### src/rtl/cfg_hdr_pkg.sv
package cfg_hdr_pkg;

    localparam int DW_W      = 32;
    localparam int IDX_W     = 4;
    localparam int BE_W      = DW_W / 8;
    localparam int NUM_BARS  = 6;
    localparam int BAR_FIRST = 4;
    localparam int KIND_W    = 2;
    localparam int SIZE_W    = 5;

    localparam logic [IDX_W-1:0] IDX_IDENT = 4'd0;
    localparam logic [IDX_W-1:0] IDX_CMD   = 4'd1;
    localparam logic [IDX_W-1:0] IDX_CLASS = 4'd2;
    localparam logic [IDX_W-1:0] IDX_MISC  = 4'd3;
    localparam logic [IDX_W-1:0] IDX_IRQ   = 4'd15;

    localparam logic [15:0] CMD_WMASK = 16'h0547;

    typedef enum logic [KIND_W-1:0] {
        SLOT_ABSENT = 2'd0,
        SLOT_IO     = 2'd1,
        SLOT_MEM    = 2'd2,
        SLOT_MEM_PF = 2'd3
    } slot_kind_e;

    typedef struct packed {
        logic              rd;
        logic              wr;
        logic [IDX_W-1:0]  idx;
        logic [BE_W-1:0]   be;
        logic [DW_W-1:0]   wdata;
    } cfg_req_t;

    typedef struct packed {
        logic [15:0] cmd;
        logic [7:0]  cache_line;
        logic [7:0]  lat_timer;
        logic [7:0]  irq_line;
    } ctrl_state_t;

    function automatic logic [DW_W-1:0] be_expand(input logic [BE_W-1:0] be);
        logic [DW_W-1:0] m;
        for (int b = 0; b < BE_W; b++) begin
            m[8*b +: 8] = {8{be[b]}};
        end
        return m;
    endfunction

    function automatic logic [3:0] kind_low_bits(input slot_kind_e k);
        case (k)
            SLOT_IO:     return 4'b0001;
            SLOT_MEM:    return 4'b0000;
            SLOT_MEM_PF: return 4'b1000;
            default:     return 4'b0000;
        endcase
    endfunction

    function automatic int min_size(input slot_kind_e k);
        return (k == SLOT_IO) ? 2 : 4;
    endfunction

endpackage

### src/rtl/cfg_bar_slot.sv
module cfg_bar_slot
    import cfg_hdr_pkg::*;
#(
    parameter slot_kind_e KIND    = SLOT_MEM,
    parameter int         SIZE_L2 = 12
) (
    input  logic                 clk,
    input  logic                 rst,
    input  logic                 wr_en,
    input  logic [BE_W-1:0]      be,
    input  logic [DW_W-1:0]      wdata,
    output logic [DW_W-1:0]      rdata
);
    localparam int EFF_L2 = (SIZE_L2 < min_size(KIND)) ? min_size(KIND) : SIZE_L2;
    localparam logic [DW_W-1:0] ADDR_MASK = ~((32'd1 << EFF_L2) - 32'd1);
    localparam logic [3:0] LOW = kind_low_bits(KIND);

    generate
        if (KIND == SLOT_ABSENT) begin : g_absent
            assign rdata = '0;
        end else begin : g_present
            logic [DW_W-1:0] base_q;
            logic [DW_W-1:0] wmask;

            assign wmask = be_expand(be) & ADDR_MASK;

            always_ff @(posedge clk) begin
                if (rst) begin
                    base_q <= '0;
                end else if (wr_en) begin
                    base_q <= (base_q & ~wmask) | (wdata & wmask);
                end
            end

            assign rdata = (base_q & ADDR_MASK) | {28'd0, LOW};
        end
    endgenerate

endmodule

### src/rtl/cfg_ctrl_regs.sv
module cfg_ctrl_regs
    import cfg_hdr_pkg::*;
(
    input  logic        clk,
    input  logic        rst,
    input  cfg_req_t    req,
    output ctrl_state_t st
);
    logic [DW_W-1:0] bm;
    assign bm = be_expand(req.be);

    always_ff @(posedge clk) begin
        if (rst) begin
            st <= '0;
        end else if (req.wr) begin
            case (req.idx)
                IDX_CMD: begin
                    st.cmd <= (st.cmd & ~(bm[15:0] & CMD_WMASK))
                            | (req.wdata[15:0] & bm[15:0] & CMD_WMASK);
                end
                IDX_MISC: begin
                    if (req.be[0]) st.cache_line <= req.wdata[7:0];
                    if (req.be[1]) st.lat_timer  <= req.wdata[15:8];
                end
                IDX_IRQ: begin
                    if (req.be[0]) st.irq_line <= req.wdata[7:0];
                end
                default: ;
            endcase
        end
    end

endmodule

### src/rtl/cfg_hdr_target.sv
module cfg_hdr_target
    import cfg_hdr_pkg::*;
#(
    parameter logic [15:0] VENDOR_ID   = 16'hAB12,
    parameter logic [15:0] DEVICE_ID   = 16'hC0DE,
    parameter logic [7:0]  REVISION_ID = 8'h03,
    parameter logic [23:0] CLASS_CODE  = 24'h020000,
    parameter logic [15:0] STATUS_VAL  = 16'h0200,
    parameter logic [7:0]  INT_PIN     = 8'h01,
    parameter logic [7:0]  MIN_GRANT   = 8'h04,
    parameter logic [7:0]  MAX_LATENCY = 8'h10,
    parameter logic [NUM_BARS*KIND_W-1:0] BAR_KINDS =
        {2'd0, 2'd0, 2'd3, 2'd1, 2'd0, 2'd2},
    parameter logic [NUM_BARS*SIZE_W-1:0] BAR_SIZES =
        {5'd0, 5'd0, 5'd12, 5'd5, 5'd0, 5'd17}
) (
    input  logic        clk,
    input  logic        rst,
    input  logic        req_rd,
    input  logic        req_wr,
    input  logic [3:0]  req_idx,
    input  logic [3:0]  req_be,
    input  logic [31:0] req_wdata,
    output logic        rsp_valid,
    output logic [31:0] rsp_rdata
);
    cfg_req_t        req;
    ctrl_state_t     ctrl;
    logic [DW_W-1:0] bar_rd [NUM_BARS];
    logic [DW_W-1:0] rd_mux;

    assign req = '{rd: req_rd, wr: req_wr, idx: req_idx, be: req_be, wdata: req_wdata};

    cfg_ctrl_regs u_ctrl (
        .clk (clk),
        .rst (rst),
        .req (req),
        .st  (ctrl)
    );

    for (genvar i = 0; i < NUM_BARS; i++) begin : g_bar
        localparam slot_kind_e K = slot_kind_e'(BAR_KINDS[KIND_W*i +: KIND_W]);
        localparam int         S = int'(BAR_SIZES[SIZE_W*i +: SIZE_W]);
        logic sel_wr;
        assign sel_wr = req.wr && (req.idx == IDX_W'(BAR_FIRST + i));
        cfg_bar_slot #(.KIND(K), .SIZE_L2(S)) u_slot (
            .clk   (clk),
            .rst   (rst),
            .wr_en (sel_wr),
            .be    (req.be),
            .wdata (req.wdata),
            .rdata (bar_rd[i])
        );
    end

    always_comb begin
        rd_mux = '0;
        case (req.idx)
            IDX_IDENT: rd_mux = {DEVICE_ID, VENDOR_ID};
            IDX_CMD:   rd_mux = {STATUS_VAL, ctrl.cmd};
            IDX_CLASS: rd_mux = {CLASS_CODE, REVISION_ID};
            IDX_MISC:  rd_mux = {16'h0000, ctrl.lat_timer, ctrl.cache_line};
            4'd4:      rd_mux = bar_rd[0];
            4'd5:      rd_mux = bar_rd[1];
            4'd6:      rd_mux = bar_rd[2];
            4'd7:      rd_mux = bar_rd[3];
            4'd8:      rd_mux = bar_rd[4];
            4'd9:      rd_mux = bar_rd[5];
            IDX_IRQ:   rd_mux = {MAX_LATENCY, MIN_GRANT, INT_PIN, ctrl.irq_line};
            default:   rd_mux = '0;
        endcase
    end

    always_ff @(posedge clk) begin
        if (rst) begin
            rsp_valid <= 1'b0;
            rsp_rdata <= '0;
        end else begin
            rsp_valid <= req.rd;
            rsp_rdata <= req.rd ? rd_mux : '0;
        end
    end

endmodule

### config.mk
export PLATFORM = sky130hd
export DESIGN_NAME = cfg_hdr_target
export DESIGN_NICKNAME = d
export VERILOG_FILES = /design/src/rtl/cfg_hdr_pkg.sv /design/src/rtl/cfg_bar_slot.sv /design/src/rtl/cfg_ctrl_regs.sv /design/src/rtl/cfg_hdr_target.sv
export SDC_FILE = /design/constraint.sdc
export NUM_CORES = 1
export LEC_CHECK = 0
export BUFFER_PORTS_ARGS = -buffer_cell sky130_fd_sc_hd__buf_2
export CELL_PAD_IN_SITES_DETAIL_PLACEMENT = 0
export CELL_PAD_IN_SITES_GLOBAL_PLACEMENT = 1
export CORE_UTILIZATION = 50
export DETAILED_ROUTE_END_ITERATION = 8
export PLACE_DENSITY_LB_ADDON = 0.3
export SLEW_MARGIN = 15
export SYNTH_ARGS = -nofsm -noshare
export SYNTH_HDL_FRONTEND = slang
export SYNTH_HIERARCHICAL = 1
export SYNTH_SLANG_ARGS = --single-unit
### constraint.sdc
create_clock -name clk -period 3.4 [get_ports clk]
set_input_delay 0.85 -clock clk [delete_from_list [all_inputs] [get_ports clk]]
set_output_delay 0.85 -clock clk [all_outputs]
set_load 0.02 [all_outputs]
==> results of run 1 <==
==> area by class of cell <==
type / count / area [um^2]
Fill cell: 1590 / 7450
Clock buffer: 19 / 453
Tap cell: 216 / 270
Inverter: 5 / 18.8
Multi-Input combinational cell: 704 / 4680
Clock inverter: 13 / 141
Sequential cell: 125 / 2500
Timing Repair Buffer: 101 / 596
==> routing by layer <==
layer	track usage	vias to the layer above	routed length, um
met5	0	-	0
met1	0.350	2931	10100
met2	0.364	147	9010
met4	0.0608	0	179
li1	-	3096	-
met3	0.0478	14	944
==> power by group through the flow <==
stage | clock network (W) | logic (W) | registers [W]
floorplan | 0 | 0.000413 | 0.00153
global placement | 0 | 0.000418 | 0.00152
detailed placement | 0 | 0.000417 | 0.00152
CTS | 0.00185 | 0.000418 | 0.00149
global route | 0.00195 | 0.000464 | 0.00149
finish | 0.00182 | 0.000427 | 0.00149
==> metrics by stage <==
stage / area (um^2) / power (W)
2_1_floorplan: 8840 / 0.00195
3_3_place_gp: 8070 / 0.00194
3_5_place_dp: 8070 / 0.00194
4_1_cts: 8670 / 0.00376
5_1_grt: 8670 / 0.00390
6_report: 8670 / 0.00374
==> cells in the final DEF (no fill, tap or decap), types with 17 or more instances in the layout <==
master	n
nand2b_1	51
nand3_1	71
a21bo_1	29
a21oi_2	29
a21oi_1	62
clkbuf_16	17
dfxtp_1	125
mux2i_1	51
a22oi_1	17
a21bo_2	33
buf_4	24
buf_2	75
nand2_1	29
conb_1	140
==> critical path, cell delays in order <==
cell and delay (ns):
buf_2 0.42, inv_1 0.17, o31ai_4 0.58, buf_4 0.34, a31oi_1 0.11
==> final timing paths <==
path / slack, ns / depth (start not counted) / from / end
hold / removal: 0.48 / 2 / u_ctrl/st[10] / u_ctrl/st[10]
setup reg to reg: 2.04 / 4 / u_ctrl/st[8] / rsp_rdata[8]
hold reg to reg: 0.48 / 2 / u_ctrl/st[10] / u_ctrl/st[10]
setup / recovery: 1.19 / 5 / req_idx[3] / rsp_rdata[8]
==> results.cfg, run 1 <==
[clock_tree]
clk_latency_ns = 0.43
cts_resized = 0
hold_buffers = 0
clockBufferDepth = 2
h-tree-depth = 4
cts_buffers = 17
root_buffer = clkbuf_16
cts_tree = yes
postCtsSetupRepairBufs = 0
clock-sinks = 125
path_clk_slew_ns = 0.06

[place]
dpl.cell_count = 1151
place_ws_ns = 0.796
place.port_buffers = 76
gp_congestion = 0.788
dp_hpwl_um = 13600

[timing]
tightestPinTransition_ns = 0.921
slew-limit-headroom = 0.385
maxSlewViolCount = 0
skew_ns = 0.00847
setup_viol = 0
grt_setup_unrepaired = false
hold_viol = 0
finalCritPeriodShare = 0.649
tns_ns = 0
fmax_ghz = 0.453
min_period_ns = 2.21
holdWs_ns = 0.477
finalWorstSetupSlack_ns = 1.19

[critical_path]
arrival_ns = 2.49
crit_path_start_kind = primary input
path_max_fanout = 28
worstSetupPathType = primary input to flip-flop
critPathRequiredTime_ns = 3.68
end_kind = flip-flop

[routing]
drcViolationCount = 0
first_pass_iters = 7
ant_nets = 0
vias = 6188
drt-initial-drc-count = 511
routed_wl_um = 20200
routedWlPerCell_um = 17.1
via_per_inst = 5.23

[power]
combPwrFrac = 0.114
clkPwrFrac = 0.487
p_int_w = 0.00275
p_per_area_nw_per_um2 = 431
power_switching_w = 0.000990
seqPwrFrac = 0.399
p_leak_nw = 3.49
irDropWorstVdd_mv = 0.356
swShare = 0.265

[grt]
antenna_found_initial = 0
grt_max_degree = 67
grt_usage = 0.242
grt-ovfl-total = 0
grt_pass1_vias = 5766
grt_pass1_wl_um = 32500

[cells_and_area]
areaGrowthSynthToFinish_pct = 3.85
fin_nets = 998
final_cells = 1183
final_core_util = 0.538
diodes = 0
drive_above_1_share = 0.244

[floorplanning]
io_pins = 77
core-area_um2 = 16100
die_width_um = 131
die_h_um = 131
start_util = 0.518
die_area_um2 = 17200
num_rows = 46

[yosys]
synth.avg_cell_area_um2 = 9.03
netlist_instances = 924
syn-cell-area_um2 = 8340
yosysWarnings = 6

[status]
status = finished clean

[worst_hold_path]
hold_path_class = flip-flop to flip-flop

[job]
drv_cap = 0
(Power assumes the default switching activity.)
==> run 2, diff against run 1 <==
Settings changed: ABC_AREA set to 1, CORE_UTILIZATION 50 to 42.
Clock period 3.4 ns to 2.18 ns, I/O delays scaled along.
==> run 2 against run 1 <==
  * The run now ends with design-rule violations left
  * Via count grew 11%
  * Combinational power grew 20%
  * Synthesized area shrank 6.3%
  * Clock skew is essentially flat
  * Non-clock buffer count grew 4
  * Core utilization shrank 6.9 points
  * Synthesized cell count grew 41%
==> results.cfg, run 2 <==
[timing]
tightestPinTransition_ns = 0.755
finalWorstSetupSlack_ns = 0.535
grt_setup_unrepaired = false
hold_viol = 0
min_period_ns = 1.65
maxSlewViolCount = 0
slew-limit-headroom = 0.496
skew_ns = 0.00884
finalCritPeriodShare = 0.755
holdWs_ns = 0.361
fmax_ghz = 0.608
setup_viol = 0
tns_ns = 0

[grt]
grt-ovfl-total = 0
antenna_found_initial = 0
grt_usage = 0.220
grt_max_degree = 29
grt_pass1_wl_um = 32500
grt_pass1_vias = 5984

[clock_tree]
clk_latency_ns = 0.43
clockBufferDepth = 2
hold_buffers = 0
h-tree-depth = 4
path_clk_slew_ns = 0.06
cts_resized = 0
postCtsSetupRepairBufs = 0
cts_buffers = 17
clock-sinks = 125
root_buffer = clkbuf_16
cts_tree = yes

[place]
place_ws_ns = 0.126
gp_congestion = 0.821
place.port_buffers = 76
dp_hpwl_um = 13700
dpl.cell_count = 1581

[floorplanning]
die_h_um = 138
die_width_um = 138
core-area_um2 = 18100
num_rows = 49
io_pins = 77
start_util = 0.432
die_area_um2 = 19200

[routing]
drt-initial-drc-count = 436
vias = 6875
routed_wl_um = 20100
first_pass_iters = 7
ant_nets = 0
routedWlPerCell_um = 12.5
via_per_inst = 4.26
drcViolationCount = 8

[critical_path]
end_kind = flip-flop
crit_family = simple AND/OR/NAND/NOR gates
cp_slowest_cell = nand2_1
path_max_fanout = 8
worstSetupPathType = primary input to flip-flop
critPathRequiredTime_ns = 2.54
cp_common_cell = nand2_1
critPathMaxStageDelay_ns = 0.25
cp_num_buf_inv = 3
path_cells = buf_2 -> inv_1 -> nand2_1 -> nor2_1 -> inv_1 -> nor2_1 -> nand2_1 -> nand2_1 -> nand2_1 -> nor2_1
arrival_ns = 2.01
crit_path_start_kind = primary input

[yosys]
syn-cell-area_um2 = 7820
yosysWarnings = 6
synth.avg_cell_area_um2 = 6.01
netlist_instances = 1300

[power]
seqPwrFrac = 0.420
clkPwrFrac = 0.488
p_per_area_nw_per_um2 = 658
combPwrFrac = 0.092
p_leak_nw = 4.74
irDropWorstVdd_mv = 0.520
power_switching_w = 0.00150
p_int_w = 0.00407
swShare = 0.270

[cells_and_area]
final_common_cell = nand2_1
layout_common_cells = nand2_1 (415), nor2_1 (265), conb_1 (140), inv_1 (134), dfxtp_1 (125)
final_core_util = 0.468
final_cells = 1613
areaGrowthSynthToFinish_pct = 8.32
fin_nets = 1415
diodes = 0
drive_above_1_share = 0.113
n_fill_cell = 1920

[status]
violations = design-rule violations
status = finished, violations left

[job]
drv_cap = 0

[worst_hold_path]
hold_path_class = primary input to flip-flop
run 2: power groups by stage:
stage               logic (W)  registers (W)  clock network, W
finish               0.000514        0.00234           0.00272
CTS                  0.000508        0.00234           0.00278
detailed placement   0.000506        0.00239                 0
floorplan            0.000468        0.00241                 0
global placement     0.000508        0.00239                 0
global route         0.000581        0.00234           0.00290
run 2: area by class of cell:
class	count	area [um^2]	share of cell area
clock inverters	13	118	0.0139
flip-flops and latches	125	2500	0.295
clock buffers	19	443	0.0523
multi-input cells	983	3970	0.469
repair buffers	105	623	0.0736
well taps	229	287	0.0338
inverters	139	526	0.0620
run 2: metal layers:
layer  track usage  part of all wire  up-vias
met5             0                 0        -
met4        0.0568            0.0081        0
met3        0.0402             0.040       14
met2         0.343              0.43      113
met1         0.312              0.52     2994
li1              -                 -     3754
run 2: worst min-delay path: cells and delay by family:
kind	cells	cell delay, ns
and+or+nand+nor	2	0.12
buffers and inverters	1	0.09
run 2: worst paths after layout:
kind | startpoint | to | slack, ns | cells after the start
max | req_idx[3] | flip-flop | 0.54 | 10
max reg2reg | u_ctrl/st[11] | rsp_rdata[11] | 1.16 | 6
min reg2reg | u_ctrl/st[20] | u_ctrl/st[20] | 0.46 | 2
min | req_wdata[11] | u_ctrl/st[11] | 0.36 | 3
run 2: per-stage QoR:
stage,cell area (um^2),total power (W)
finish,8470,0.00558
global route,8470,0.00583
CTS,8470,0.00563
detailed placement,7910,0.00290
global placement,7910,0.00290
floorplan,8310,0.00288
